$ cat src/rtl/i2ct_pkg.sv
// Shared types for the serial expander target.
// Assumes: bytes are eight bits; the state encoding is internal to the FSM.
package i2ct_pkg;

    typedef enum logic [3:0] {
        ST_IDLE,
        ST_ADDR,
        ST_ADDR_ACK,
        ST_CMD,
        ST_CMD_ACK,
        ST_WDATA,
        ST_WDATA_ACK,
        ST_RDATA,
        ST_RACK,
        ST_WAIT
    } tgt_state_e;

    localparam int unsigned BYTE_W = 8;

endpackage

$ cat src/rtl/i2ct_glitch_filter.sv
// Synchronizer plus persistence filter for one bus line.
// The output follows the input only after the synchronized input has
// differed from it for FILT_CYC consecutive clocks.
// Assumes: SYNC_STAGES >= 2, FILT_CYC >= 1, the idle bus level is high.
module i2ct_glitch_filter #(
    parameter int unsigned SYNC_STAGES = 2,
    parameter int unsigned FILT_CYC    = 3
) (
    input  logic clk,
    input  logic rst_n,
    input  logic raw_i,
    output logic clean_o
);
    localparam int unsigned CW = $clog2(FILT_CYC + 1);

    logic [SYNC_STAGES-1:0] sync_q;
    logic [CW-1:0]          run_q;
    logic                   clean_q;
    logic                   synced;

    assign synced  = sync_q[SYNC_STAGES-1];
    assign clean_o = clean_q;

    // Purpose: bring the raw line into the clock domain.
    always_ff @(posedge clk) begin
        if (!rst_n) sync_q <= '1;
        else        sync_q <= {sync_q[SYNC_STAGES-2:0], raw_i};
    end

    // Purpose: accept a new level only once it has persisted long enough.
    always_ff @(posedge clk) begin
        if (!rst_n) begin
            run_q   <= '0;
            clean_q <= 1'b1;
        end else if (synced == clean_q) begin
            run_q <= '0;
        end else if (run_q == CW'(FILT_CYC - 1)) begin
            run_q   <= '0;
            clean_q <= synced;
        end else begin
            run_q <= run_q + 1'b1;
        end
    end

endmodule

$ cat src/rtl/i2ct_bus_cond.sv
// Turns the filtered clock and data levels into one-cycle events:
// clock rise, clock fall, START and STOP.
// Assumes: both inputs come through filters of equal latency.
module i2ct_bus_cond (
    input  logic clk,
    input  logic rst_n,
    input  logic scl_f,
    input  logic sda_f,
    output logic scl_rise,
    output logic scl_fall,
    output logic start_det,
    output logic stop_det
);
    logic scl_p, sda_p;

    // Purpose: remember the previous filtered levels.
    always_ff @(posedge clk) begin
        if (!rst_n) begin
            scl_p <= 1'b1;
            sda_p <= 1'b1;
        end else begin
            scl_p <= scl_f;
            sda_p <= sda_f;
        end
    end

    assign scl_rise  = scl_f & ~scl_p;
    assign scl_fall  = ~scl_f & scl_p;
    assign start_det = scl_f & scl_p & sda_p & ~sda_f;
    assign stop_det  = scl_f & scl_p & ~sda_p & sda_f;

endmodule

$ cat src/rtl/i2ct_proto_fsm.sv
// Protocol engine: address match, command pointer, write and read bytes,
// acknowledge generation and master-acknowledge sampling.
// Input bits are taken on clock rise; sda_oe moves only on clock fall.
// Assumes: event inputs are one-cycle pulses; rd_data is valid in the
// cycle in which rd_stb would be raised.
module i2ct_proto_fsm
    import i2ct_pkg::*;
#(
    parameter logic [3:0]  ADDR_HI   = 4'b0011,
    parameter int unsigned REG_IDX_W = 2
) (
    input  logic                 clk,
    input  logic                 rst_n,
    input  logic                 scl_rise,
    input  logic                 scl_fall,
    input  logic                 start_det,
    input  logic                 stop_det,
    input  logic                 sda_f,
    input  logic [2:0]           strap,
    input  logic [BYTE_W-1:0]    rd_data,
    output logic                 sda_oe,
    output logic [REG_IDX_W-1:0] cmd_ptr,
    output logic [BYTE_W-1:0]    wr_data,
    output logic                 wr_stb,
    output logic                 rd_stb
);
    tgt_state_e           state;
    logic [BYTE_W-1:0]    shreg, tx;
    logic [2:0]           bitcnt;
    logic                 full, rw_q, match_q, ack_ok;
    logic [REG_IDX_W-1:0] cmd_q;
    logic                 oe_q, wr_q, rd_q;
    logic [BYTE_W-1:0]    wd_q;
    logic                 is_rx;
    logic [BYTE_W-1:0]    rx_byte;

    assign is_rx   = (state == ST_ADDR) || (state == ST_CMD) || (state == ST_WDATA);
    assign rx_byte = {shreg[BYTE_W-2:0], sda_f};

    assign sda_oe  = oe_q;
    assign cmd_ptr = cmd_q;
    assign wr_data = wd_q;
    assign wr_stb  = wr_q;
    assign rd_stb  = rd_q;

    // Purpose: advance the transfer on bus events and drive the strobes.
    always_ff @(posedge clk) begin
        if (!rst_n) begin
            state   <= ST_IDLE;
            shreg   <= '0;
            tx      <= '0;
            bitcnt  <= '0;
            full    <= 1'b0;
            rw_q    <= 1'b0;
            match_q <= 1'b0;
            ack_ok  <= 1'b0;
            cmd_q   <= '0;
            oe_q    <= 1'b0;
            wr_q    <= 1'b0;
            rd_q    <= 1'b0;
            wd_q    <= '0;
        end else begin
            wr_q <= 1'b0;
            rd_q <= 1'b0;
            if (start_det) begin
                state  <= ST_ADDR;
                bitcnt <= '0;
                full   <= 1'b0;
                oe_q   <= 1'b0;
            end else if (stop_det) begin
                state <= ST_IDLE;
                full  <= 1'b0;
                oe_q  <= 1'b0;
            end else begin
                if (is_rx && scl_rise) begin
                    shreg  <= rx_byte;
                    bitcnt <= bitcnt + 3'd1;
                    if (bitcnt == 3'd7) begin
                        full <= 1'b1;
                        if (state == ST_ADDR) begin
                            rw_q    <= sda_f;
                            match_q <= (rx_byte[7:1] == {ADDR_HI, strap});
                        end
                    end
                end
                if (state == ST_RDATA && scl_rise) begin
                    bitcnt <= bitcnt + 3'd1;
                    if (bitcnt == 3'd7) full <= 1'b1;
                end
                if (state == ST_RACK && scl_rise) ack_ok <= ~sda_f;
                if (scl_fall) begin
                    case (state)
                        ST_ADDR: if (full) begin
                            full <= 1'b0;
                            if (match_q) begin
                                oe_q  <= 1'b1;
                                state <= ST_ADDR_ACK;
                            end else begin
                                state <= ST_WAIT;
                            end
                        end
                        ST_CMD: if (full) begin
                            full  <= 1'b0;
                            cmd_q <= shreg[REG_IDX_W-1:0];
                            oe_q  <= 1'b1;
                            state <= ST_CMD_ACK;
                        end
                        ST_WDATA: if (full) begin
                            full  <= 1'b0;
                            wd_q  <= shreg;
                            wr_q  <= 1'b1;
                            oe_q  <= 1'b1;
                            state <= ST_WDATA_ACK;
                        end
                        ST_ADDR_ACK: begin
                            bitcnt <= '0;
                            if (rw_q) begin
                                tx    <= rd_data;
                                rd_q  <= 1'b1;
                                oe_q  <= ~rd_data[BYTE_W-1];
                                state <= ST_RDATA;
                            end else begin
                                oe_q  <= 1'b0;
                                state <= ST_CMD;
                            end
                        end
                        ST_CMD_ACK, ST_WDATA_ACK: begin
                            bitcnt <= '0;
                            oe_q   <= 1'b0;
                            state  <= ST_WDATA;
                        end
                        ST_RDATA: begin
                            if (full) begin
                                full  <= 1'b0;
                                oe_q  <= 1'b0;
                                state <= ST_RACK;
                            end else begin
                                oe_q <= ~tx[3'd7 - bitcnt];
                            end
                        end
                        ST_RACK: begin
                            if (ack_ok) begin
                                bitcnt <= '0;
                                tx     <= rd_data;
                                rd_q   <= 1'b1;
                                oe_q   <= ~rd_data[BYTE_W-1];
                                state  <= ST_RDATA;
                            end else begin
                                state <= ST_WAIT;
                            end
                        end
                        default: ;
                    endcase
                end
            end
        end
    end

endmodule

$ cat src/rtl/i2c_expander_target.sv
// Top of the serial target: two line filters, the bus-event decoder and
// the protocol engine. reg_idx is the held command pointer.
// Assumes: clk is fast enough that FILT_CYC clocks are shorter than any
// legal bus phase; the pads resolve the open-drain enable.
module i2c_expander_target #(
    parameter int unsigned SYNC_STAGES = 2,
    parameter int unsigned FILT_CYC    = 3,
    parameter logic [3:0]  ADDR_HI     = 4'b0011,
    parameter int unsigned REG_IDX_W   = 2
) (
    input  logic                 clk,
    input  logic                 rst_n,
    input  logic                 scl_i,
    input  logic                 sda_i,
    output logic                 sda_oe,
    input  logic [2:0]           addr_strap,
    output logic [REG_IDX_W-1:0] reg_idx,
    output logic [7:0]           wr_data,
    output logic                 wr_stb,
    output logic                 rd_stb,
    input  logic [7:0]           rd_data
);
    localparam int unsigned N_LINES = 2;

    logic [N_LINES-1:0] raw_lines, clean_lines;
    logic scl_f, sda_f;
    logic scl_rise, scl_fall, start_det, stop_det;

    assign raw_lines = {sda_i, scl_i};
    assign scl_f     = clean_lines[0];
    assign sda_f     = clean_lines[1];

    for (genvar g = 0; g < N_LINES; g++) begin : g_line
        i2ct_glitch_filter #(
            .SYNC_STAGES(SYNC_STAGES),
            .FILT_CYC   (FILT_CYC)
        ) filt_i (
            .clk    (clk),
            .rst_n  (rst_n),
            .raw_i  (raw_lines[g]),
            .clean_o(clean_lines[g])
        );
    end

    i2ct_bus_cond cond_i (
        .clk      (clk),
        .rst_n    (rst_n),
        .scl_f    (scl_f),
        .sda_f    (sda_f),
        .scl_rise (scl_rise),
        .scl_fall (scl_fall),
        .start_det(start_det),
        .stop_det (stop_det)
    );

    i2ct_proto_fsm #(
        .ADDR_HI  (ADDR_HI),
        .REG_IDX_W(REG_IDX_W)
    ) fsm_i (
        .clk      (clk),
        .rst_n    (rst_n),
        .scl_rise (scl_rise),
        .scl_fall (scl_fall),
        .start_det(start_det),
        .stop_det (stop_det),
        .sda_f    (sda_f),
        .strap    (addr_strap),
        .rd_data  (rd_data),
        .sda_oe   (sda_oe),
        .cmd_ptr  (reg_idx),
        .wr_data  (wr_data),
        .wr_stb   (wr_stb),
        .rd_stb   (rd_stb)
    );

endmodule

$ cat config.mk
export PLATFORM = sky130hd
export DESIGN_NAME = i2c_expander_target
export DESIGN_NICKNAME = d
export VERILOG_FILES = /design/src/rtl/i2ct_pkg.sv /design/src/rtl/i2ct_glitch_filter.sv /design/src/rtl/i2ct_bus_cond.sv /design/src/rtl/i2ct_proto_fsm.sv /design/src/rtl/i2c_expander_target.sv
export SDC_FILE = /design/constraint.sdc
export NUM_CORES = 1
export LEC_CHECK = 0
export CAP_MARGIN = 20
export CORE_UTILIZATION = 44
export CTS_BUF_LIST = sky130_fd_sc_hd__clkbuf_4 sky130_fd_sc_hd__clkbuf_8 sky130_fd_sc_hd__clkbuf_16
export DETAILED_ROUTE_END_ITERATION = 7
export HOLD_SLACK_MARGIN = 0.02
export PLACE_DENSITY = 0.65
export SLEW_MARGIN = 25
export SYNTH_ARGS = -nofsm -noshare
export SYNTH_HDL_FRONTEND = slang
export SYNTH_SLANG_ARGS = --single-unit
$ cat constraint.sdc
create_clock -name clk -period 2 [get_ports clk]
set_input_delay 0.6 -clock clk [delete_from_list [all_inputs] [get_ports clk]]
set_output_delay 0.6 -clock clk [all_outputs]
set_load 0.01 [all_outputs]
# --- Yosys cells after proc, flatten, opt, wreduce, memory -nomap -nowiden ---
# Index checks and enable logic that the tools add are counted.
classes:
  n_addsub: 4
  n_lt_le_gt_ge: 1
  n_eq_ne: 26
  muxes: 39
  n_bitwise: 20
  reduce_logical: 31
op_table:
  columns: ["operator", "count"]
  rows:
  - ["case mux 4 bit (7 select lines)", 1]
  - ["two-way mux 4 bit", 6]
  - ["AND reduction 6 bit", 4]
  - ["two-way mux 1 bit", 20]
  - ["== test 4 x 3 -> 1 bit, second input constant", 4]
  - ["two-way mux 8 bit", 2]
  - ["!= test 2 x 1 -> 1 bit, second input constant", 8]
  - ["!= test 4 x 3 -> 1 bit, second input constant", 4]
  - ["case mux 8 bit (2 select lines)", 1]
  - ["two-way mux 3 bit", 5]
  - ["AND reduction 5 bit", 3]
  - ["NOT 1 bit", 13]
  - ["OR reduction 3 bit", 4]
  - ["nonzero test 9 bit", 1]
  - ["== test 4 x 2 -> 1 bit, second input constant", 2]
  - ["OR reduction 4 bit", 2]
  - ["bitwise AND 1 bit", 7]
  - ["== test 7 x 5 -> 1 bit", 1]
  - ["nonzero test 7 bit", 1]
  - ["case mux 1 bit (6 select lines)", 1]
  - ["case mux 3 bit (2 select lines)", 1]
  - ["AND reduction 3 bit", 2]
  - ["nonzero test 6 bit", 1]
  - ["OR reduction 2 bit", 3]
  - ["17 further kinds", 24]
word_totals:
  register_bits: 52
  inputBits: 15

# --- Logic depth before layout (Yosys ltp) ---
# Gate-level depths: netlist of the first run.
logic_depth:
  word_depth: 10
  depth_mapped: 7
  depth_no_buf: 6

# --- Cells and area by module ---
# From an unflattened synthesis of the first run, not the netlist that was laid out.
hier_totals:
  hier_cells: 268
  area_unflattened_um2: 2422.3
modules_own_cells:
  columns: ["mod", "instances", "cells_per_inst", "area_per_inst_um2"]
  rows:
  - ["i2ct_proto_fsm", 1, 232, 1999.4]
  - ["i2ct_glitch_filter", 2, 14, 168.9]
  - ["i2ct_bus_cond", 1, 8, 85.1]

# --- Worst setup path before layout of the first run ---
# OpenSTA, ideal clock, no wires.
synth_timing:
  path_kind: "register to register"
  startpoint: "reg fsm_i.state[2]"
  endpoint: "reg fsm_i.state[1]"
  setup_ps: 116
  arrival_time_ps: 1386
  required_time_ps: 1884
  path_slack_ps: 498
  path_stages_with_launch: 7
  path_buffers: 1
  synth_period_minus_slack_ps: 1502
  cell_sequence: "dfxtp_1 > buf_6 > or3_1 > a32o_1 > nand2_4 > a2111oi_2 > a41o_1"
synth_between:
  elab_chain_len: 4
  word_cells_on_any_way: 16
synth_rtl:
  columns: ["element", "line_no", "source"]
  rows:
  - ["from (decl)", "i2ct_proto_fsm.sv:27", "tgt_state_e state;"]
  - ["from (signal assigned)", "i2ct_proto_fsm.sv:49", "state <= ST_IDLE;"]
  - ["from (signal assigned)", "i2ct_proto_fsm.sv:66", "state <= ST_ADDR;"]
  - ["from (signal assigned)", "i2ct_proto_fsm.sv:71", "state <= ST_IDLE;"]
  - ["== test 4 x 3 -> 1 bit", "i2ct_proto_fsm.sv:92", "case (state)"]
  - ["OR reduction 2 bit", "i2ct_proto_fsm.sv:92", null]
  - ["nonzero test 7 bit (no source line)", null, null]
  - ["AND reduction 6 bit (no source line)", null, null]
# Several ways; a longest one is shown, not always the timed one.
# A chain may end at the register's enable or synchronous reset.

# --- Worst setup path after layout of the first run ---
layout_timing:
  startpoint: "reg fsm_i.oe_q (netlist: fsm_i.sda_oe)"
  endpoint: "out sda_oe"
layout_lines:
  columns: ["element", "line_no", "source"]
  rows:
  - ["from (decl)", "i2ct_proto_fsm.sv:32", "logic oe_q, wr_q, rd_q;"]
  - ["from (signal assigned)", "i2ct_proto_fsm.sv:120", "oe_q <= ~rd_data[BYTE_W-1];"]
  - ["from (signal assigned)", "i2ct_proto_fsm.sv:138", "oe_q <= ~tx[3'd7 - bitcnt];"]
  - ["from (signal assigned)", "i2ct_proto_fsm.sv:146", "oe_q <= ~rd_data[BYTE_W-1];"]
  - ["to (decl)", "i2c_expander_target.sv:15", "output logic sda_oe,"]
# No word-level cell between the ends.

==> out/results.ini, run 1 <==
[layout]
fin_area_um2 = 2892
nNetsFinal = 309
multi_input_area_um2 = 1237
drive_gt1_frac = 0.1237
syn_to_final_growth_pct = 20.99
final_cells = 361
antennaDiodeCount = 0
n_fill_cell = 485
register_area_um2 = 1041

[critical_path]
critPathBufInv = 1
cp-end-kind = output pin
rr_worst_depth = 6
rrSetupSlack_ns = 0.22
crit_fanout = 2
r2r_end = fsm_i.sda_oe
crit_slowest_cell = clkdlybuf4s50_1
worstSetupPathType = reg -> out
crit_chain = clkdlybuf4s50_1
arrival_ns = 1.22
critPathMaxStageDelay_ns = 0.56
cp.required_ns = 1.40
rr_startpoint = fsm_i.state[3]
cp_top_family = buffers and inverters
critPathLaunchType = flop

[synthesis]
synth_edf_count = 0
ys.flop_type = dfxtp_1
synth_nets = 275
yosysWarnings = 0
synth.area.top_cells = dfxtp_1, mux2i_1, nor2_1, nand2_1, a21oi_1
syn-cell-area_um2 = 2390
yosysSeqAreaShare = 0.4356
synth_cell_type_count = 49
syn_area_per_cell_um2 = 9.335
ys_seq_elements = 52
syn_inst = 256
synth_top_area_share = 0.4356
synth.most_common_cell = dfxtp_1
synth_common_cells = dfxtp_1, nor2_1, mux2i_1, nand2_1, a21oi_1
netlist.top_cell.by_area = dfxtp_1
async_reset_ff_frac = 0

[cts]
root_buffer = clkbuf_8
cts.sinks = 52
post_cts_buffers = 0
cts_buffers = 5
ctsHoldBuffers = 0
cts_buffer_depth = 2
post_cts_resize_count = 0
clk_pin_slew_ns = 0.08
htreeDepth = 2
cts_tree = built
clock_latency_ns = 0.30

[place]
io_buffers = 27
dpl.cell_count = 353
post_dp_cell_area_um2 = 2794
gp_congestion = 0.9511
dp_hpwl_um = 3463

[pwr]
peakVddDrop_v = 0.0004651
total_leakage_power_uw = 0.001138
p_total_uw = 1734
p_per_area_nw_per_um2 = 599.8

[timing]
tns_ns = 0
min_period_ns = 1.821
slew_headroom = 0.6021
worstMarginPinSlew_ns = 0.5960
final_hold_viol_count = 0
maxSlewViolCount = 0
fmax_mhz = 549.1
rsz0062_at_grt = no
hold_ws_ns = 0.4106
period_share = 0.9106
clock_skew_ns = 0.004453
setup_viol_count_final = 0

[global_routing]
grt_pass1_vias = 1683
grt_max_degree = 32
grt_pass1_wl_um = 8010
antenna_found_initial = 0
grt_overflow_total = 0
grt_util_all_layers = 0.1895

[worst_hold_path]
hold_path_end = g_line[1].filt_i.run_q[0]
whs_path_depth = 1
hp-class = reg -> reg
worstHoldStart = g_line[1].filt_i.run_q[0]

[die]
core_area_um2 = 5172
pin_count = 28
rows = 26
fp.dieArea_um2 = 5730
start_util = 0.4620
die_w_um = 75.70
fp.dieH_um = 75.70

[route]
routed_wirelength_um = 4856
drt_iter0_drc = 114
vias = 1909
antenna_left = 0
drc = 0
wl_per_cell_um = 13.45
dr.pass1.iters = 4
via_per_inst = 5.288

[outcome]
status = completed

[run]
max_cap_viol_count = 0

==> routing by layer <==
metal	GRT usage	part of all wire
met5	0	0
met2	0.2887	0.45
met1	0.2617	0.50
met3	0.03968	0.031
met4	0.07819	0.016
==> kinds of logic (layout without fill, tap and decap cells) <==
group | after synthesis | count (layout) | synth area share
compound gates | 42 | 42 | 0.1283
xor+xnor | 7 | 7 | 0.02565
fa+ha+maj | 4 | 4 | 0.02094
buf+inv | 25 | 60 | 0.04921
flops | 52 | 52 | 0.4356
mux | 27 | 27 | 0.1236
simple gates | 99 | 99 | 0.2168
==> flip-flops by register name, summed over array words and instances, names as in the netlist <==
signal,count
g_line.filt_i.clean_o,2
fsm_i.state,4
cond_i.sda_p,1
fsm_i.shreg,8
fsm_i.tx,8
fsm_i.full,1
fsm_i.ack_ok,1
cond_i.scl_p,1
g_line.filt_i.sync_q,4
fsm_i.cmd_ptr,2
fsm_i.match_q,1
fsm_i.bitcnt,3
fsm_i.sda_oe,1
g_line.filt_i.run_q,4
fsm_i.wr_stb,1
fsm_i.wr_data,8
fsm_i.rd_stb,1
fsm_i.rw_q,1
==> worst max-delay path by stage <==
stage	from	end	slack, ns	cells past startpoint
5_1_grt	fsm_i.state[1]	fsm_i.tx[6]	0.08	6
3_5_place_dp	rd_data[7]	fsm_i.sda_oe	0.14	6
6_report	fsm_i.sda_oe	sda_oe	0.18	1
4_1_cts	fsm_i.sda_oe	sda_oe	0.17	1
3_3_place_gp	rd_data[7]	fsm_i.sda_oe	0.17	6
2_1_floorplan	fsm_i.state[2]	fsm_i.state[1]	0.50	6
==> worst reg2reg max path, cell delays in order, from the launching register on <==
cell      delay, ns
dfxtp_1        0.61
nand2b_1       0.22
nor3_1         0.28
buf_4          0.19
o21bai_1       0.12
and4_1         0.20
nor3_1         0.05
==> area by class of cell <==
cell class	count	share of cell area
timing repair buffer	44	0.1376
inverter	8	0.01039
clock buffer	8	0.03375
multi-input combinational	179	0.4280
sequential	52	0.3600
tap	70	0.03029
==> cell usage in the layout (no fill, tap or decap), types with 3 or more instances in the layout <==
cell type / count
inv_1: 8
nor2_1: 31
nand3_1: 10
buf_4: 17
xnor2_1: 5
nand2b_1: 10
clkdlybuf4s50_1: 27
nand2_1: 21
nor3_1: 3
nor2b_1: 4
clkbuf_8: 6
mux2i_1: 25
o21ai_0: 5
or3_1: 3
ha_1: 4
a21oi_1: 14
nand4_1: 3
dfxtp_1: 52
==> per-stage QoR <==
stage          worst slack (ns)    util
2_1_floorplan            0.4978       -
6_report                 0.1788  0.5590
3_5_place_dp             0.1400  0.5402
5_1_grt                 0.08209  0.5590
3_3_place_gp             0.1661  0.5402
4_1_cts                  0.1662  0.5590
==> power breakdown <==
group          internal (uW)  switching, uW  total [uW]
sequential              1040           3.67        1040
combinational           38.4           28.2        66.5
clock                    310            314         624
total                   1390            346        1730
Power figures use the tool's default switching activity.
==> run 2: changes to the inputs <==
- CORE_MARGIN: default -> 5
==> run 2 against run 1 <==
Sequential power about the same. Sequential cell count unchanged. Maximum frequency increased by 0.24%. Highest routed layer unchanged.
==> out/results.ini, run 2 (synthesized netlist as in run 1, its figures left out) <==
[critical_path]
critPathLaunchType = flop
rr_startpoint = fsm_i.state[3]
endpoint = fsm_i.tx[0]
cp_top_family = flip-flops
rr_worst_depth = 6
crit_chain = nand2_1 -> o22a_1 -> nor4_2 -> buf_4 -> mux2i_1 -> nor2_1
crit_fanout = 13
critPathBufInv = 1
critPathMaxStageDelay_ns = 0.59
arrival_ns = 2.02
path_depth = 6
worstSetupPathType = reg -> reg
timing.critical_path.from = fsm_i.state[3]
r2r_end = fsm_i.tx[0]
crit_slowest_cell = dfxtp_1
cp.required_ns = 2.20
cp-end-kind = flop
rrSetupSlack_ns = 0.18

[pwr]
swShare = 0.2076
p_seq_frac = 0.601
intPower_uw = 1375
power_frac_comb = 0.039
total_leakage_power_uw = 0.001148
p_clk_frac = 0.359
peakVddDrop_v = 0.0003504
switching_power_uw = 360.3
p_per_area_nw_per_um2 = 595.5

[timing]
period_share = 0.9084
final_hold_viol_count = 0
setup_viol_count_final = 0
clock_skew_ns = 0.006980
maxSlewViolCount = 0
worstMarginPinSlew_ns = 0.6168
min_period_ns = 1.817
tns_ns = 0
rsz0062_at_grt = no
slew_headroom = 0.5883
fmax_mhz = 550.4

[cts]
root_buffer = clkbuf_8
cts_buffers = 5
post_cts_buffers = 0
htreeDepth = 2
clock_latency_ns = 0.30
cts.sinks = 52
ctsHoldBuffers = 0
cts_tree = built
post_cts_resize_count = 0
clk_pin_slew_ns = 0.09
cts_buffer_depth = 2

[layout]
mostFrequentLayoutCells = dfxtp_1, nor2_1, clkdlybuf4s50_1
nNetsFinal = 312
syn_to_final_growth_pct = 21.94
layout_commonest_cell = dfxtp_1
final_cells = 364
drive_gt1_frac = 0.1327
antennaDiodeCount = 0
n_fill_cell = 480

[route]
routed_wirelength_um = 4812
wl_per_cell_um = 13.22
vias = 1904
dr.pass1.iters = 4
drt_iter0_drc = 177
drc = 0
antenna_left = 0
via_per_inst = 5.231

[die]
pin_count = 28
fp.dieH_um = 83.70
die_w_um = 83.70
fp.dieArea_um2 = 7005
start_util = 0.4591
core_area_um2 = 5205
rows = 26

[global_routing]
grt-busiest-layer = met2
grt_pass1_wl_um = 8404
grt_max_degree = 25
grt_util_all_layers = 0.1444
grt_pass1_vias = 1806
grt_overflow_total = 0
grt.met2_usage = 0.2140
use_met1 = 0.2039
antenna_found_initial = 0
use_met3 = 0.03356

[place]
gp_congestion = 0.8774
dpl.cell_count = 356
dp_hpwl_um = 3589
io_buffers = 27

[worst_hold_path]
whs_path_depth = 1
hp-class = reg -> reg

[outcome]
status = completed

[run]
max_cap_viol_count = 0

==> run 2: cell count changes in the layout (fill, tap and decap cells not counted) <==
cell        delta
clkbuf_4       -1
clkinvlp_4     +1
buf_4          +3
==> run 2: worst reg2reg max path: cells and delay by family, from the launching register on <==
family | cells | cell delay, ns
buf+inv | 1 | 0.26
simple gates | 3 | 0.48
compound gates | 1 | 0.20
flops | 1 | 0.59
mux | 1 | 0.19
==> run 2: how the worst min path moves through the flow <==
stage,from,end
after global placement,g_line[0].filt_i.sync_q[0],g_line[0].filt_i.sync_q[1]
after floorplan,g_line[0].filt_i.sync_q[0],g_line[0].filt_i.sync_q[1]
after CTS,g_line[1].filt_i.run_q[0],g_line[1].filt_i.run_q[0]
after detailed placement,g_line[0].filt_i.sync_q[0],g_line[0].filt_i.sync_q[1]
final,g_line[1].filt_i.run_q[0],g_line[1].filt_i.run_q[0]
after global routing,g_line[0].filt_i.run_q[0],g_line[0].filt_i.run_q[0]
==> run 2: layout make-up <==
class	count	area (um2)	share of cell area
tap	70	87.58	0.03006
clock inverter	1	7.507	0.002576
inverter	8	30.03	0.01030
sequential	52	1041	0.3572
clock buffer	7	90.09	0.03091
multi-input combinational	179	1237	0.4246
timing repair buffer	47	420.4	0.1443
==> run 2: metrics by stage <==
| stage | total power, uW | cell area (um2) | utilization | setup slack (ns) | hold slack (ns) |
|---|---|---|---|---|---|
| CTS | 1758 | 2914 | 0.5599 | 0.1836 | 0.4141 |
| detailed placement | 1137 | 2816 | 0.5411 | 0.1466 | 0.3969 |
| global route | 1805 | 2914 | 0.5599 | 0.04336 | 0.4337 |
| global placement | 1136 | 2816 | 0.5411 | 0.1702 | 0.3918 |
| finish | 1735 | 2914 | 0.5599 | 0.1832 | 0.4117 |
| floorplan | 1094 | 2390 | - | 0.4978 | 0.3863 |
==> run 2: per-layer routing <==
metal | vias to the layer above | wire, um
met5 | - | 0
met4 | 0 | 82
met3 | 8 | 263
met2 | 45 | 2045
met1 | 873 | 2421
li1 | 978 | -
==> run 2: power by group through the flow <==
stage | registers, uW | logic (uW) | clock network, uW
3_3_place_gp | 1070 | 68.2 | 0
3_5_place_dp | 1070 | 69.0 | 0
6_report | 1040 | 68.4 | 623
5_1_grt | 1040 | 74.8 | 685
2_1_floorplan | 1070 | 27.0 | 0
4_1_cts | 1040 | 69.1 | 645
